[config.mk]
export PLATFORM = sky130hd
export DESIGN_NAME = mq_prefetch_queue
export DESIGN_NICKNAME = d
export VERILOG_FILES = /design/src/rtl/mq_pkg.sv /design/src/rtl/mq_slot.sv /design/src/rtl/mq_pf_issue.sv /design/src/rtl/mq_batch_ctrl.sv /design/src/rtl/mq_prefetch_queue.sv
export SDC_FILE = /design/constraint.sdc
export NUM_CORES = 2
export LEC_CHECK = 0
export BUFFER_PORTS_ARGS = -buffer_cell sky130_fd_sc_hd__buf_4
export CORE_ASPECT_RATIO = 0.6
export CORE_MARGIN = 2
export CORE_UTILIZATION = 45
export DETAILED_ROUTE_END_ITERATION = 10
export PLACE_DENSITY_LB_ADDON = 0.2
export SYNTH_ARGS = -nofsm -noshare
export SYNTH_HDL_FRONTEND = slang
export SYNTH_SLANG_ARGS = --single-unit
[constraint.sdc]
create_clock -name clk -period 13.9 [get_ports clk]
set_clock_uncertainty 0.15 [all_clocks]
set_input_delay 4.17 -clock clk [delete_from_list [all_inputs] [get_ports clk]]
set_output_delay 4.17 -clock clk [all_outputs]
set_load 0.01 [all_outputs]
[src/rtl/mq_pkg.sv]
package mq_pkg;
   typedef enum logic [1:0] {
      MQ_COLLECT = 2'd0,
      MQ_BATCH   = 2'd1,
      MQ_DRAIN   = 2'd2
   } mq_mode_e;
endpackage

[src/rtl/mq_slot.sv]
module mq_slot #(
   parameter int PAYLOAD_W = 64,
   parameter int ADDR_W    = 32
) (
   input  logic                 clk,
   input  logic                 rst_n,
   input  logic                 alloc_i,
   input  logic                 hint_i,
   input  logic [PAYLOAD_W-1:0] payload_i,
   input  logic [ADDR_W-1:0]    addr_i,
   input  logic                 done_i,
   input  logic                 release_i,
   input  logic                 drop_i,
   output logic                 valid_o,
   output logic                 rdy_o,
   output logic                 busy_o,
   output logic [PAYLOAD_W-1:0] payload_o,
   output logic [ADDR_W-1:0]    addr_o
);
   logic valid_q, rdy_q, busy_q;
   logic [PAYLOAD_W-1:0] pay_q;
   logic [ADDR_W-1:0]    addr_q;

   always_ff @(posedge clk or negedge rst_n) begin
      if (!rst_n) begin
         valid_q <= 1'b0;
         rdy_q   <= 1'b0;
         busy_q  <= 1'b0;
      end else if (alloc_i) begin
         valid_q <= 1'b1;
         rdy_q   <= !hint_i;
         busy_q  <= hint_i;
      end else begin
         if (release_i) begin
            valid_q <= 1'b0;
            rdy_q   <= 1'b0;
         end else if (done_i && valid_q) begin
            rdy_q   <= 1'b1;
         end
         if (done_i || drop_i) busy_q <= 1'b0;
      end
   end

   always_ff @(posedge clk) begin
      if (alloc_i) begin
         pay_q  <= payload_i;
         addr_q <= addr_i;
      end
   end

   assign valid_o   = valid_q;
   assign rdy_o     = rdy_q;
   assign busy_o    = busy_q;
   assign payload_o = pay_q;
   assign addr_o    = addr_q;
endmodule

[src/rtl/mq_pf_issue.sv]
module mq_pf_issue #(
   parameter int DEPTH  = 32,
   parameter int MAX_PF = 16
) (
   input  logic                       clk,
   input  logic                       rst_n,
   input  logic                       new_hint_i,
   input  logic [$clog2(DEPTH)-1:0]   new_tag_i,
   input  logic [DEPTH-1:0]           slot_valid_i,
   input  logic                       done_i,
   output logic                       issue_o,
   output logic                       from_fifo_o,
   output logic [$clog2(DEPTH)-1:0]   issue_tag_o,
   output logic                       drop_o,
   output logic [$clog2(DEPTH)-1:0]   drop_tag_o,
   output logic [$clog2(MAX_PF+1)-1:0] outstanding_o
);
   localparam int IDX_W = $clog2(DEPTH);
   localparam int CNT_W = $clog2(DEPTH + 1);
   localparam int PFC_W = $clog2(MAX_PF + 1);

   logic [IDX_W-1:0] wait_mem [DEPTH];
   logic [IDX_W-1:0] rd_q, wr_q;
   logic [CNT_W-1:0] cnt_q;
   logic [PFC_W-1:0] outst_q;
   logic [IDX_W-1:0] head;
   logic room, push, pop;

   assign head = wait_mem[rd_q];
   assign room = outst_q < PFC_W'(MAX_PF);

   always_comb begin
      issue_o     = 1'b0;
      from_fifo_o = 1'b0;
      issue_tag_o = new_tag_i;
      drop_o      = 1'b0;
      push        = 1'b0;
      pop         = 1'b0;
      if (cnt_q != '0) begin
         if (!slot_valid_i[head]) begin
            pop    = 1'b1;
            drop_o = 1'b1;
         end else if (room) begin
            pop         = 1'b1;
            issue_o     = 1'b1;
            from_fifo_o = 1'b1;
            issue_tag_o = head;
         end
         push = new_hint_i;
      end else if (new_hint_i) begin
         if (room) issue_o = 1'b1;
         else      push    = 1'b1;
      end
   end

   assign drop_tag_o    = head;
   assign outstanding_o = outst_q;

   always_ff @(posedge clk or negedge rst_n) begin
      if (!rst_n) begin
         rd_q    <= '0;
         wr_q    <= '0;
         cnt_q   <= '0;
         outst_q <= '0;
      end else begin
         if (push) wr_q <= wr_q + 1'b1;
         if (pop)  rd_q <= rd_q + 1'b1;
         cnt_q   <= cnt_q + CNT_W'(push) - CNT_W'(pop);
         outst_q <= outst_q + PFC_W'(issue_o) - PFC_W'(done_i);
      end
   end

   always_ff @(posedge clk) begin
      if (push) wait_mem[wr_q] <= new_tag_i;
   end
endmodule

[src/rtl/mq_batch_ctrl.sv]
module mq_batch_ctrl
   import mq_pkg::*;
#(
   parameter int DEPTH  = 32,
   parameter int THRESH = 16
) (
   input  logic                       clk,
   input  logic                       rst_n,
   input  logic [$clog2(DEPTH+1)-1:0] occ_cnt_i,
   input  logic [$clog2(DEPTH+1)-1:0] rdy_cnt_i,
   input  logic                       barrier_i,
   output mq_mode_e                   mode_o
);
   localparam int CNT_W = $clog2(DEPTH + 1);

   mq_mode_e mode_q, mode_d;
   logic any_msg, full, flush, enough;

   assign any_msg = occ_cnt_i != '0;
   assign full    = occ_cnt_i == CNT_W'(DEPTH);
   assign flush   = (barrier_i && any_msg) || full;
   assign enough  = rdy_cnt_i > CNT_W'(THRESH);

   always_comb begin
      mode_d = mode_q;
      unique case (mode_q)
         MQ_COLLECT: if (flush) mode_d = MQ_DRAIN;
                     else if (enough) mode_d = MQ_BATCH;
         MQ_BATCH:   if (flush) mode_d = MQ_DRAIN;
                     else if (rdy_cnt_i == '0) mode_d = MQ_COLLECT;
         MQ_DRAIN:   if (!any_msg) mode_d = MQ_COLLECT;
         default:    mode_d = MQ_COLLECT;
      endcase
   end

   always_ff @(posedge clk or negedge rst_n) begin
      if (!rst_n) mode_q <= MQ_COLLECT;
      else        mode_q <= mode_d;
   end

   assign mode_o = mode_q;
endmodule

[src/rtl/mq_prefetch_queue.sv]
module mq_prefetch_queue
   import mq_pkg::*;
#(
   parameter int DEPTH     = 32,
   parameter int THRESH    = 16,
   parameter int MAX_PF    = 16,
   parameter int PAYLOAD_W = 64,
   parameter int ADDR_W    = 32,
   localparam int IDX_W    = $clog2(DEPTH)
) (
   input  logic                 clk,
   input  logic                 rst_n,
   input  logic                 in_valid,
   output logic                 in_ready,
   input  logic                 in_has_hint,
   input  logic [ADDR_W-1:0]    in_hint_addr,
   input  logic [PAYLOAD_W-1:0] in_payload,
   output logic                 pf_req_valid,
   output logic [ADDR_W-1:0]    pf_req_addr,
   output logic [IDX_W-1:0]     pf_req_tag,
   input  logic                 pf_done_valid,
   input  logic [IDX_W-1:0]     pf_done_tag,
   input  logic                 barrier,
   output logic                 irq,
   output logic                 out_valid,
   input  logic                 out_ready,
   output logic [PAYLOAD_W-1:0] out_payload
);
   localparam int CNT_W = $clog2(DEPTH + 1);
   localparam int PFC_W = $clog2(MAX_PF + 1);

   if (DEPTH < 2 || (1 << IDX_W) != DEPTH) begin : g_bad_depth
      $error("DEPTH must be a power of two of at least 2");
   end
   if (THRESH < 0 || THRESH >= DEPTH) begin : g_bad_thresh
      $error("THRESH must lie in 0..DEPTH-1");
   end
   if (MAX_PF < 1 || MAX_PF > DEPTH) begin : g_bad_pf
      $error("MAX_PF must lie in 1..DEPTH");
   end

   logic [DEPTH-1:0] slot_valid, slot_rdy, slot_busy, slot_free, slot_elig;
   logic [DEPTH-1:0] alloc_v, release_v, done_v, drop_v;
   logic [PAYLOAD_W-1:0] slot_pay  [DEPTH];
   logic [ADDR_W-1:0]    slot_addr [DEPTH];

   logic [IDX_W-1:0] enq_idx, out_idx, issue_tag, drop_tag;
   logic have_free, have_out, in_fire, out_fire;
   logic issue, from_fifo, drop;
   logic [CNT_W-1:0] occ_cnt, rdy_cnt;
   logic [PFC_W-1:0] outstanding;
   mq_mode_e mode_q;

   assign slot_free = ~slot_valid & ~slot_busy;
   assign occ_cnt   = CNT_W'($countones(slot_valid));
   assign rdy_cnt   = CNT_W'($countones(slot_valid & slot_rdy));

   always_comb begin
      slot_elig = '0;
      if (mode_q == MQ_DRAIN)      slot_elig = slot_valid;
      else if (mode_q == MQ_BATCH) slot_elig = slot_valid & slot_rdy;
   end

   always_comb begin
      enq_idx   = '0;
      have_free = 1'b0;
      out_idx   = '0;
      have_out  = 1'b0;
      for (int i = DEPTH - 1; i >= 0; i--) begin
         if (slot_free[i]) begin
            enq_idx   = IDX_W'(i);
            have_free = 1'b1;
         end
         if (slot_elig[i]) begin
            out_idx  = IDX_W'(i);
            have_out = 1'b1;
         end
      end
   end

   assign in_ready    = have_free;
   assign in_fire     = in_valid && have_free;
   assign out_valid   = have_out;
   assign out_fire    = have_out && out_ready;
   assign out_payload = slot_pay[out_idx];
   assign irq         = mode_q != MQ_COLLECT;

   for (genvar g = 0; g < DEPTH; g++) begin : g_slot
      assign alloc_v[g]   = in_fire && (enq_idx == IDX_W'(g));
      assign release_v[g] = out_fire && (out_idx == IDX_W'(g));
      assign done_v[g]    = pf_done_valid && (pf_done_tag == IDX_W'(g));
      assign drop_v[g]    = drop && (drop_tag == IDX_W'(g));

      mq_slot #(
         .PAYLOAD_W (PAYLOAD_W),
         .ADDR_W    (ADDR_W)
      ) u_slot (
         .clk       (clk),
         .rst_n     (rst_n),
         .alloc_i   (alloc_v[g]),
         .hint_i    (in_has_hint),
         .payload_i (in_payload),
         .addr_i    (in_hint_addr),
         .done_i    (done_v[g]),
         .release_i (release_v[g]),
         .drop_i    (drop_v[g]),
         .valid_o   (slot_valid[g]),
         .rdy_o     (slot_rdy[g]),
         .busy_o    (slot_busy[g]),
         .payload_o (slot_pay[g]),
         .addr_o    (slot_addr[g])
      );
   end

   mq_pf_issue #(
      .DEPTH  (DEPTH),
      .MAX_PF (MAX_PF)
   ) u_issue (
      .clk           (clk),
      .rst_n         (rst_n),
      .new_hint_i    (in_fire && in_has_hint),
      .new_tag_i     (enq_idx),
      .slot_valid_i  (slot_valid),
      .done_i        (pf_done_valid),
      .issue_o       (issue),
      .from_fifo_o   (from_fifo),
      .issue_tag_o   (issue_tag),
      .drop_o        (drop),
      .drop_tag_o    (drop_tag),
      .outstanding_o (outstanding)
   );

   assign pf_req_valid = issue;
   assign pf_req_tag   = issue_tag;
   assign pf_req_addr  = from_fifo ? slot_addr[issue_tag] : in_hint_addr;

   mq_batch_ctrl #(
      .DEPTH  (DEPTH),
      .THRESH (THRESH)
   ) u_ctrl (
      .clk       (clk),
      .rst_n     (rst_n),
      .occ_cnt_i (occ_cnt),
      .rdy_cnt_i (rdy_cnt),
      .barrier_i (barrier),
      .mode_o    (mode_q)
   );
endmodule

Yosys cells after proc, flatten, opt, wreduce, memory -nomap -nowiden
Memory sizes are Yosys's and may differ from the RTL's.
Index checks and enable logic that the tools add are counted.

word-level totals
  bits of input ports = 108
  memories kept = 1
  logic and storage cells = 1065
  bits in writable memories = 160
  output and inout port bits = 105
  ROM bits = 0
  latch bits = 0
  register bits = 3191

operators by class
  div/mod/pow operators = 0
  magnitude comparators = 5
  multipliers = 0
  bitwise logic cells = 6
  reduce and logical (&&, ||, !) cells = 304
  multiplexer cells = 386
  shift-type cells = 0
  equal/unequal tests = 130
  add/sub/neg operators = 68

memory list
  name              depth  bits a word  rd ports  clocked after memory_dff  write ports  line               source
  u_issue.wait_mem  32     5            1         0                         1            mq_pf_issue.sv:22  logic [IDX_W-1:0] wait_mem [DEPTH];

operator list
  operator              number
  $mux W5               67
  $bmux W64 S5          1
  $eq A5 B5 Y1 const B  64
  $mux W1               303
  $logic_and A1 B1 Y1   164
  $bmux W32 S5          1
  $eq A5 B4 Y1 const B  32
  $mux W32              5
  $reduce_bool A2 Y1    65
  $mux W64              2
  $reduce_bool A3 Y1    32
  $eq A5 B3 Y1 const B  16
  $add A1 B1 Y2         32
  $and A32 B32 Y32      2
  $not A32 Y32          2
  $add A2 B2 Y3         16
  $eq A5 B2 Y1 const B  8
  $logic_or A1 B1 Y1    33
  $add A3 B3 Y4         8
  $add A4 B4 Y5         4
  $eq A5 B1 Y1 const B  4
  $logic_not A5 Y1      4
  $add A5 B5 Y6         2
  $ge A6 B6 Y1 const B  2
  22 further kinds      30

Logic depth before layout (Yosys ltp)
  depth after elaboration = 42
  mapped depth = 23
  gate-level depth less buffers = 23

Modules after synthesis
Synthesis repeated with hierarchy kept, for this count alone.

second synthesis, totals
  cell total of the unflattened synthesis = 8238
  area, all modules = 135872.8 sq um

modules (own cells, without submodules)
  module             times used  cells each  area an instance (sq um)
  mq_slot            32          107         3012.9
  mq_prefetch_queue  1           4309        31250.0
  mq_pf_issue        1           493         8080.2
  mq_batch_ctrl      1           12          130.1

Worst setup path after synthesis
Ideal clock, no wire load.

  kind = input to register
  from = input in_valid
  to = register g_slot[26].u_slot.rdy_q
  cell stages on the path = 3
  arrival time = 11446 ps
  path buffers = 0
  path slack = 1884 ps
  cells stage by stage = nand2_1 nor3_1 mux2i_1

on the way
  word-level cells in the longest chain between the ends = 3

ends and longest elaborated chain
  item                                                            line                     source
  from (decl)                                                     mq_prefetch_queue.sv:13  input logic in_valid,
  $logic_and A1 B1 Y1 *                                           mq_prefetch_queue.sv:82  assign in_fire = in_valid && have_free;
  $logic_and A1 B1 Y1 *                                           mq_prefetch_queue.sv:89  assign alloc_v[g] = in_fire && (enq_idx == IDX_W'(g));
  net g_slot[26].u_slot.alloc_i                                   mq_slot.sv:7             input logic alloc_i,
  $reduce_bool A3 Y1 (no line) / $mux W1 (equally long branches)  n/a
  to (signal assigned)                                            mq_slot.sv:31            rdy_q <= !hint_i;
  to (decl)                                                       mq_slot.sv:20            logic valid_q, rdy_q, busy_q;

The timed path passes the listed nets; every way through them passes the cells marked *.
A chain may end at the register's enable or synchronous reset.

Worst setup path in the final report
  from = register u_issue.rd_q[0]
  to = output pf_req_addr[0]

on the way
  word-level cells in the longest chain between the ends = 10

ends and longest elaborated chain
  item                                          line                      source
  from (decl)                                   mq_pf_issue.sv:23         logic [IDX_W-1:0] rd_q, wr_q;
  from (signal assigned)                        mq_pf_issue.sv:67         if (pop) rd_q <= rd_q + 1'b1;
  $mem_v2 Z32 W5 *                              n/a
  $bmux W1 S5                                   mq_pf_issue.sv:40         if (!slot_valid_i[head]) begin
  $mux W1 (implied by the code)                 mq_pf_issue.sv:40
  $mux W5                                       mq_pf_issue.sv:40
  $mux W5                                       mq_pf_issue.sv:39         if (cnt_q != '0) begin
  $not A5 Y6 (implied by the code)              mq_prefetch_queue.sv:135  assign pf_req_addr = from_fifo ? slot_addr[issue_tag] : in_hint_addr;
  $bmux W32 S5                                  mq_prefetch_queue.sv:135
  $mux W32 (implied by the code) (2 in series)  mq_prefetch_queue.sv:135
  $mux W32 *                                    mq_prefetch_queue.sv:135
  to (decl)                                     mq_prefetch_queue.sv:19   output logic [ADDR_W-1:0] pf_req_addr,

Mark *: on every way between the ends. The rest lies on a longest branch, timed or not. The select of a mux whose other input is x is not followed.

==> flow_metrics.tcl <==
set metrics [dict create \
    fillCellCount 24638 \
    outcome "finished clean" \
    start_util_pct 45.3 \
    syn-cell-area_um2 135000 \
    async_flop_share_pct 3.55 \
    reg2reg_from "g_slot[15].u_slot.valid_o" \
    worst-setup-path-type "flop to primary output" \
    firstDrtPassIters 6 \
    synth.distinct_cells 77 \
    portBuffers 212 \
    max_freq_ghz 0.0778 \
    yosys_warnings 0 \
    cp_slowest_cell "dfrtp_2" \
    worst_pin_slew_ns 1.34 \
    period_share_pct 92.5 \
    r2r-end "g_slot[7].u_slot.payload_o[16]" \
    route.vias.total 86744 \
    rsz0062_at_grt "false" \
    io_pins 213 \
    grt_pass1_wl_mm 608 \
    syn2layout_area_growth_pct 12.2 \
    grt_pass1_vias 80875 \
    hp-start "u_issue.outstanding_o[0]" \
    finalSetupViolations 0 \
    hpwl_mm 222 \
    gp_congestion 0.894 \
    crit_path_end_kind "primary output" \
    insertion_delay_ns 0.93 \
    routedWlPerCell_um 30.8 \
    cts_buffers 319 \
    hold_buffers 0 \
    drtIter0Drc 12155 \
    root_buffer "clkbuf_16" \
    die_area_um2 304000 \
    clockBufferDepth 4 \
    slew_headroom_pct 10.3 \
    antenna_found_initial 21 \
    core_area_um2 298000 \
    globalRouteOverflowTotal 0 \
    synth_seq_area_share_pct 74.2 \
    path_clk_slew_ns 0.06 \
    grt_max_degree 153 \
    drv_cap 0 \
    multi_input_area_um2 32300 \
    r2r_setup_slack_ns 7.05 \
    ys.flop_type "edfxtp_1" \
    ys_ff_latch 3351 \
    antenna_left 0 \
    cp_top_family "buffers and inverters" \
    crit_chain "buf_4, mux4_2, mux4_2, mux2_2, inv_2, nor2_1, a32oi_1, o2111ai_1, nand3_4, buf_4, mux2i_1, buf_4, nor2_1, a222oi_1, nand3_1, nand4_1, o21ai_0, buf_4" \
    worst-path-max-fanout 35 \
    worstHoldPathType "flop to flop" \
    die_x_um 711 \
    tns_ns 0 \
    cp_num_buf_inv 5 \
    drc_errors 0 \
    cp.required_ns 9.58 \
    wirelength_mm 430 \
    hold_depth 1 \
    cp.arrival_ns 8.53 \
    fin_nets 9874 \
    fp.dieH_um 428 \
    cts_tree "built" \
    post-cts-setup-buffers 0 \
    synthCells 9555 \
    ff2ff_path_depth 11 \
    fin_crit_ns 12.85 \
    final_layout_size_suffix_gt1_share_pct 10.6 \
    finalHoldViolCount 0 \
    seqCellArea_um2 100000 \
    syn_area_per_cell_um2 14.1 \
    max_stage_delay_ns 0.99 \
    rows 155 \
    drv_slew 0 \
    crit_path_frequent_cell "buf_4" \
    clock-sinks 3351 \
    htreeDepth 5 \
    via_per_inst 6.22 \
    grt_use_total_pct 27.6 \
    start_kind "flop" \
    synth_edf_count 3232 \
    synth_nets 9745 \
    cts.repair.resized 0 \
    holdPathEnd "u_issue.outstanding_o[0]" \
]
-- cells in the mapped netlist (all sizes together) (18+ instances only) --
cell type  number  area share (%)
nor2          233            0.66
edfxtp       3232              72
a22o           59            0.38
ha             32            0.30
clkbuf        403             1.1
mux2i         276             2.1
a22oi          58            0.32
and3          192            0.89
a32o           54            0.40
nor4           59            0.27
a221oi        126            0.82
nor3           61            0.23
and2           33            0.15
a21o           44            0.25
a21oi         461             1.7
inv            92            0.26
a2111oi        18            0.12
a311o          24            0.18
a31oi         135            0.63
a311oi        237             1.5
a211oi         41            0.23
dfrtp         119             2.2
nand2        2328             6.5
nand3         486             1.8
mux4           61             1.0
o221ai         56            0.36
nand4          34            0.16
nor2b          51            0.24
fa             50            0.74
buf           204            0.75
mux2           53            0.44
o21ai          61            0.23
o22ai          39            0.18
-- logic make-up (layout without fill, tap and decap cells) --
logic type                 after synthesis  in the layout  share of synthesized area [%]
other                                    0             12                              0
muxes                                  390            390                           3.52
and+or+nand+nor                       3521           3521                           11.1
buffers and inverters                  702           1069                           2.14
xor gates and xnor gates                18             18                          0.117
adders and majority gates               82             82                           1.04
AOI/OAI and AO/OA                     1491           1491                           7.85
DFF                                   3351           3351                           74.2
-- worst max-delay path by stage --
stage	start	slack, ns	end	cells past startpoint
floorplan	in_valid	1.88	g_slot[26].u_slot.rdy_o	3
finish	u_issue.rd_q[0]	1.05	pf_req_addr[0]	18
CTS	u_issue.rd_q[0]	1.11	pf_req_addr[6]	17
global placement	u_issue.rd_q[0]	2.06	pf_req_addr[14]	17
detailed placement	u_issue.rd_q[0]	2.06	pf_req_addr[6]	17
global route	u_issue.rd_q[0]	0.67	pf_req_addr[26]	18
-- layout make-up --
type | instances | area share (%)
Antenna cell | 12 | 0.0199
Timing Repair Buffer | 415 | 2.32
Multi-Input combinational cell | 5502 | 21.4
Clock buffer | 391 | 5.58
Inverter | 95 | 0.246
Sequential cell | 3351 | 66.1
Clock inverter | 168 | 1.03
Tap cell | 4003 | 3.31
-- routing by layer --
metal | part of all wire [%] | global-route usage, % | vias to the layer above
li1 | - | - | 36420
met1 | 43 | 42.8 | 44671
met2 | 43 | 39.6 | 4976
met3 | 11 | 5.82 | 665
met4 | 2.4 | 6.87 | 12
met5 | 0.044 | 0.299 | -
-- registers in the layout (all words and copies together), names as in the netlist, 5 cells and up --
signal                   cells
u_issue.wr_q                 5
g_slot.u_slot.rdy_o         32
u_issue.outstanding_o        5
u_issue.cnt_q                6
g_slot.u_slot.valid_o       32
u_issue.rd_q                 5
g_slot.u_slot.addr_o      1024
u_issue.wait_mem           160
g_slot.u_slot.busy_o        32
g_slot.u_slot.payload_o   2048
-- metrics by stage --
stage               area (um2)  worst slack, ns  hold slack [ns]  std cells  utilization (%)
floorplan               135000             1.88            0.306       9555                -
global placement        141000             2.06            0.313      13366             47.4
detailed placement      141000             2.06            0.325      13366             47.4
CTS                     151000             1.11            0.339      13925             50.8
global route            151000            0.673            0.350      13934             50.8
finish                  151000             1.05            0.335      13937             50.8
-- cell usage in the layout (no fill, tap or decap), drive strengths merged, types with 25 or more instances in the layout --
| cell type | count |
|---|---|
| edfxtp | 3232 |
| nand2 | 2328 |
| nand3 | 486 |
| a21oi | 461 |
| buf | 415 |
| clkbuf | 391 |
| mux2i | 276 |
| a311oi | 237 |
| nor2 | 233 |
| and3 | 192 |
| a31oi | 135 |
| clkinv | 127 |
| a221oi | 126 |
| dfrtp | 119 |
| inv | 102 |
| mux4 | 61 |
| o21ai | 61 |
| nor3 | 61 |
| a22o | 59 |
| nor4 | 59 |
| a22oi | 58 |
| o221ai | 56 |
| a32o | 54 |
| mux2 | 53 |
| nor2b | 51 |
| fa | 50 |
| a21o | 44 |
| a211oi | 41 |
| o22ai | 39 |
| nand4 | 34 |
| and2 | 33 |
| ha | 32 |
| bufinv | 25 |
-- worst reg2reg max path: stages (launching register included) --
cell	delay, ns
dfrtp_1	0.69
o22ai_1	0.25
or3_1	0.56
nor4_1	0.60
o21ai_0	0.19
nand2_1	0.29
clkinv_1	1.01
nor3_1	0.63
nand2_1	0.28
nor2_4	0.18
buf_4	0.82
buf_4	0.83
Power is not shown: default switching activity piles up to over one toggle a cycle in this logic, so the estimate is an artifact.
